--- src/rtl/irq_pkg.sv ---
package irq_pkg;
  typedef enum logic [1:0] {
    SEL_NONE = 2'd0,
    SEL_STAT = 2'd1,
    SEL_MASK = 2'd2
  } reg_sel_e;
endpackage

--- src/rtl/irq_decode.sv ---
module irq_decode
  import irq_pkg::*;
#(
  parameter int ADDR_W    = 5,
  parameter int STAT_ADDR = 3,
  parameter int MASK_ADDR = 2
) (
  input  logic [ADDR_W-1:0] addr_i,
  input  logic              wr_en_i,
  output reg_sel_e          sel_o,
  output logic              stat_we_o,
  output logic              mask_we_o
);
  localparam logic [ADDR_W-1:0] StatA = ADDR_W'(STAT_ADDR);
  localparam logic [ADDR_W-1:0] MaskA = ADDR_W'(MASK_ADDR);

  always_comb begin
    if (addr_i == StatA)      sel_o = SEL_STAT;
    else if (addr_i == MaskA) sel_o = SEL_MASK;
    else                      sel_o = SEL_NONE;
  end

  assign stat_we_o = wr_en_i && (sel_o == SEL_STAT);
  assign mask_we_o = wr_en_i && (sel_o == SEL_MASK);

  always_comb begin
    assert (!(stat_we_o && mask_we_o)) else $error("p_one_target_r9");
  end
endmodule

--- src/rtl/irq_stat_cell.sv ---
module irq_stat_cell (
  input  logic clk_i,
  input  logic rst_ni,
  input  logic ev_i,
  input  logic we_i,
  input  logic wd_i,
  output logic q_o
);
  // event dominates a software clear
  always_ff @(posedge clk_i or negedge rst_ni) begin
    if (!rst_ni)   q_o <= 1'b0;
    else if (ev_i) q_o <= 1'b1;
    else if (we_i) q_o <= wd_i;
  end

  p_event_sets_r2: assert property (@(posedge clk_i) disable iff (!rst_ni)
    ev_i |=> q_o);
  p_event_beats_clear_r5: assert property (@(posedge clk_i) disable iff (!rst_ni)
    (ev_i && we_i && !wd_i) |=> q_o);
  p_sticky_r3: assert property (@(posedge clk_i) disable iff (!rst_ni)
    (!ev_i && !we_i) |=> $stable(q_o));
  p_write_loads_r4: assert property (@(posedge clk_i) disable iff (!rst_ni)
    (!ev_i && we_i) |=> (q_o == $past(wd_i)));
endmodule

--- src/rtl/irq_status_bank.sv ---
module irq_status_bank #(
  parameter int NUM_SRC = 16
) (
  input  logic               clk_i,
  input  logic               rst_ni,
  input  logic [NUM_SRC-1:0] ev_i,
  input  logic               we_i,
  input  logic [NUM_SRC-1:0] wd_i,
  output logic [NUM_SRC-1:0] stat_o
);
  for (genvar i = 0; i < NUM_SRC; i++) begin : g_bit
    irq_stat_cell u_cell (
      .clk_i  (clk_i),
      .rst_ni (rst_ni),
      .ev_i   (ev_i[i]),
      .we_i   (we_i),
      .wd_i   (wd_i[i]),
      .q_o    (stat_o[i])
    );
  end
endmodule

--- src/rtl/irq_mask_reg.sv ---
module irq_mask_reg #(
  parameter int NUM_SRC = 16
) (
  input  logic               clk_i,
  input  logic               rst_ni,
  input  logic               we_i,
  input  logic [NUM_SRC-1:0] wd_i,
  output logic [NUM_SRC-1:0] mask_o
);
  always_ff @(posedge clk_i or negedge rst_ni) begin
    if (!rst_ni)   mask_o <= '0;
    else if (we_i) mask_o <= wd_i;
  end

  p_mask_hold_r6: assert property (@(posedge clk_i) disable iff (!rst_ni)
    !we_i |=> $stable(mask_o));
endmodule

--- src/rtl/irq_stat_mask.sv ---
module irq_stat_mask
  import irq_pkg::*;
#(
  parameter int NUM_SRC   = 16,
  parameter int ADDR_W    = 5,
  parameter int STAT_ADDR = 3,
  parameter int MASK_ADDR = 2
) (
  input  logic               clk_i,
  input  logic               rst_ni,
  input  logic               wr_en_i,
  input  logic [ADDR_W-1:0]  addr_i,
  input  logic [NUM_SRC-1:0] wdata_i,
  output logic [NUM_SRC-1:0] rdata_o,
  input  logic [NUM_SRC-1:0] ev_i,
  output logic               irq_no
);
  reg_sel_e           sel;
  logic               stat_we, mask_we;
  logic [NUM_SRC-1:0] stat_q, mask_q;

  irq_decode #(
    .ADDR_W    (ADDR_W),
    .STAT_ADDR (STAT_ADDR),
    .MASK_ADDR (MASK_ADDR)
  ) u_dec (
    .addr_i    (addr_i),
    .wr_en_i   (wr_en_i),
    .sel_o     (sel),
    .stat_we_o (stat_we),
    .mask_we_o (mask_we)
  );

  irq_status_bank #(.NUM_SRC(NUM_SRC)) u_stat (
    .clk_i  (clk_i),
    .rst_ni (rst_ni),
    .ev_i   (ev_i),
    .we_i   (stat_we),
    .wd_i   (wdata_i),
    .stat_o (stat_q)
  );

  irq_mask_reg #(.NUM_SRC(NUM_SRC)) u_mask (
    .clk_i  (clk_i),
    .rst_ni (rst_ni),
    .we_i   (mask_we),
    .wd_i   (wdata_i),
    .mask_o (mask_q)
  );

  always_comb begin
    unique case (sel)
      SEL_STAT: rdata_o = stat_q;
      SEL_MASK: rdata_o = mask_q;
      default:  rdata_o = '0;
    endcase
  end

  assign irq_no = ~|(stat_q & mask_q);

  p_mask_wr_keeps_stat_r6: assert property (@(posedge clk_i) disable iff (!rst_ni)
    (mask_we && ev_i == '0) |=> $stable(stat_q));
  p_no_mask_no_irq_r7: assert property (@(posedge clk_i) disable iff (!rst_ni)
    (mask_q == '0) |-> irq_no);
  p_unmapped_quiet_r9: assert property (@(posedge clk_i) disable iff (!rst_ni)
    (sel == SEL_NONE && ev_i == '0) |=> ($stable(stat_q) && $stable(mask_q)));
endmodule

--- config.mk ---
export PLATFORM = sky130hd
export DESIGN_NAME = irq_stat_mask
export DESIGN_NICKNAME = d
export VERILOG_FILES = /design/src/rtl/irq_pkg.sv /design/src/rtl/irq_decode.sv /design/src/rtl/irq_stat_cell.sv /design/src/rtl/irq_status_bank.sv /design/src/rtl/irq_mask_reg.sv /design/src/rtl/irq_stat_mask.sv
export SDC_FILE = /design/constraint.sdc
export NUM_CORES = 1
export LEC_CHECK = 0
export ABC_AREA = 1
export BUFFER_PORTS_ARGS = -buffer_cell sky130_fd_sc_hd__buf_2
export CAP_MARGIN = 20
export CORE_MARGIN = 1.5
export CORE_UTILIZATION = 33
export CTS_CLUSTER_SIZE = 25
export DETAILED_ROUTE_END_ITERATION = 16
export PLACE_DENSITY = 0.58
export SLEW_MARGIN = 0
export SYNTH_ARGS = -nofsm -noshare
export SYNTH_HDL_FRONTEND = slang
export SYNTH_SLANG_ARGS = --single-unit
--- constraint.sdc ---
create_clock -name clk_i -period 0.9 [get_ports clk_i]
set_clock_uncertainty 0.1 [all_clocks]
set_input_delay 0.045 -clock clk_i [delete_from_list [all_inputs] [get_ports clk_i]]
set_output_delay 0.045 -clock clk_i [all_outputs]
set_load 0.03 [all_outputs]
==> run_results.csv <==
group,metric,value,unit
place,dp_hpwl,3530,um
layout,syn_to_final_growth,113,%
setup_path,cp_max_fo,2,
synth,syn_nets,279,
synth,syn_area_per_cell,7.50,um^2
die,die_area,5880,um^2
global_routing,gr-total-overflow,0,
drt,drcViolationCount,0,
global_routing,grt_max_degree,33,
clock_tree,clk_latency,280,ps
sta,fin_ws,-623,ps
power,p_per_area,1110,nW/um^2
setup_path,crit_path_start,"u_mask.mask_o[11]$_DFFE_PN0P_",
drt,drt-initial-drc-count,83,
sta,rsz0062_at_grt,"yes",
sta,worst_slew_pin_slew,271,ps
drt,vias_per_cell,4.64,
drt,wire_per_inst,14.1,um
synth,seq_area_frac_synth,44.7,%
sta,report.final.slew_viol_count,0,
sta,fmax,656,MHz
sta,relSlewSlack,82.0,%
power,peakVddDrop,0.748,mV
power,p_int,2.90,mW
place,gp_congestion,0.751,
setup_path,max_stage_delay,400,ps
setup_path,end_kind,"primary output",
clock_tree,clock_sinks,32,
die,io_pins,57,
run,cap_viol_max_count,0,
setup_path,reg2reg_slack,-20,ps
synth,synth.ff_latch_count,32,
synth,synth.distinct_cells,19,
setup_path,regToRegEndpoint,"u_mask.mask_o[3]$_DFFE_PN0P_",
power,clockPowerShare,24.3,%
global_routing,antenna_found_initial,0,
drt,drt-total-wl,6500,um
synth,yosys_warnings,0,
outcome,outcome,"finished with violations",
global_routing,grt_pass1_wl,8520,um
sta,fin_crit_sh,169,%
die,die_y,76.7,um
global_routing,grt_pass1_vias,1907,
die,die_w,76.7,um
setup_path,r2r-start,"u_mask.mask_o[3]$_DFFE_PN0P_",
global_routing,grtUsageTotal,18.4,%
place,io_buffers,56,
clock_tree,cts_made_buffers,5,
sta,finalCriticalPeriod,1520,ps
power,p_comb_share,36.0,%
power,power.switching,1.33,mW
layout,n_antenna_cell,0,
setup_path,start_kind,"flop",
clock_tree,htreeDepth,2,
synth,syn_inst,239,
setup_path,crit_chain,"inv_2, o21ai_1, nor2_1, nand2_1, nor2_4, buf_6",
power,p_leak,1.86,nW
die,rows,26,
sta,setup-violations-final,39,
worst_hold_path,hp-class,"in -> async",
place,dp_cells,402,
drt,drtAntennaViolNets,0,
layout,drive_above_1_share,57.2,%
clock_tree,clk_pin_slew,70,ps
setup_path,required,750,ps
sta,whs,145,ps
setup_path,criticalPathCategory,"reg -> out",
power,pwr-share-seq,39.7,%
layout,finalNetCount,430,
power,swShare,31.4,%
setup_path,cpMaxStageDelayCell,"dfrtp_1",
outcome,violations,"negative setup slack",
drt,num_vias,2135,
clock_tree,cts_buffer_depth,2,
sta,hold_viol_final,0,
die,start_util,34.7,%
clock_tree,cts_tree,"done",
synth,synth_area,1790,um^2
die,core_area,5170,um^2
layout,fin_cells,460,
clock_tree,cts_root_buf,"clkbuf_8",
layout,final_core_util,73.9,%
setup_path,arrival,1380,ps
setup_path,rr_worst_depth,4,
drt,firstDrtPassIters,4,
==> placed cells by master, fill, tap and decap left out <==
cell type       n
clkbuf_8        5
nand2_2        13
o21ai_1        15
buf_12          6
nand2_4        14
buf_4          14
nand3_4         2
inv_1          35
nor2_8          1
inv_4           3
nor2_1          4
nand3_1        13
nor2_4          3
nand2_1        34
buf_2          36
nand3_2        19
dfrtp_1        32
clkinv_2        1
clkbuf_16       4
inv_2          18
buf_6          60
dlygate4sd3_1  33
o21ai_4         5
o21ai_2        12
clkbuf_1        1
nand4_4         2
o22ai_4         5
==> state kept, by name (all words and copies together), names as in the netlist <==
| register | cells |
|---|---|
| u_mask.mask_o | 16 |
| u_stat.g_bit.u_cell.q_o | 16 |
==> cells by family after synthesis <==
logic type / Yosys count / synth area share [%]
AOI/OAI and AO/OA: 37 / 10.7
DFF: 32 / 44.7
buffers and inverters: 65 / 15.0
and+or+nand+nor: 105 / 29.7
==> cell usage after synthesis <==
master | n | area share (%)
nand4_2 | 1 | 0.70
nor2_1 | 5 | 1.0
nand3_2 | 6 | 3.3
nand2_4 | 1 | 0.63
buf_1 | 1 | 0.21
buf_4 | 1 | 0.42
nand2_1 | 60 | 13
o21ai_1 | 21 | 5.9
nand3_1 | 28 | 7.8
inv_2 | 1 | 0.21
buf_2 | 5 | 1.4
o21ai_0 | 11 | 3.1
nand4_4 | 1 | 1.2
nor2_4 | 2 | 1.3
o22ai_1 | 5 | 1.7
buf_6 | 2 | 1.3
nor2_8 | 1 | 1.1
dfrtp_1 | 32 | 45
inv_1 | 55 | 12
==> through the flow <==
stage / cell area (um^2) / power (mW) / setup TNS (ps) / worst slack [ps]
after floorplan: 1970 / 2.21 / -2850 / -126
after global placement: 2680 / 2.66 / -13000 / -343
after detailed placement: 2680 / 2.68 / -13680 / -350
after CTS: 3310 / 3.93 / -5670 / -522
after global routing: 3820 / 4.45 / -7990 / -695
final: 3820 / 4.23 / -6210 / -623
==> routing by layer <==
| layer | vias up | global-route usage, % | routed length [um] |
|---|---|---|---|
| met1 | 1015 | 23.8 | 2740 |
| met4 | 0 | 5.19 | 136 |
| met2 | 58 | 31.6 | 3390 |
| met5 | - | 0 | 0 |
| met3 | 15 | 3.21 | 233 |
| li1 | 1047 | - | - |
==> worst max-delay path, delay by kind of cell, from the launching register on <==
| kind | cells | cell delay [ps] |
|---|---|---|
| AND/OR/NAND/NOR | 3 | 400 |
| AO/OA/AOI/OAI | 1 | 90 |
| flip-flops | 1 | 400 |
| buffers and inverters | 2 | 210 |
==> area by class of cell <==
class                      instances  area (um^2)
clock buffer                       6         72.6
clock inverter                     1         5.00
fill                             364         1350
inverter                          56          218
multi-input combinational        142         1130
sequential                        32          801
tap                               70         87.6
timing repair buffer             153         1510
==> worst max-delay path by stage <==
stage	to	slack (ps)	cells past startpoint
global placement	rdata_o[0]	-340	8
finish	irq_no	-620	6
floorplan	irq_no	-130	5
CTS	irq_no	-520	6
global route	irq_no	-700	6
detailed placement	rdata_o[0]	-350	8
==> power groups by stage <==
stage	Clock (mW)	Sequential (mW)	Combinational [mW]
final	1.03	1.68	1.52
after global routing	1.11	1.69	1.65
after CTS	1.05	1.66	1.21
after detailed placement	0	1.69	0.994
after global placement	0	1.68	0.977
after floorplan	0	1.69	0.523
==> what timing repair did <==
item / 4_1_cts / 5_1_grt
pin swaps: 17 / 28
setup buffers: 8 / 16
endpoints found under the hold margin: 64 / 0
cloned: 0 / 5
gates resized for setup: 66 / 90
hold buffers: 33 / 0
endpoints found under the setup margin: 22 / 38
No activity file was read; power rests on OpenSTA's default activity.
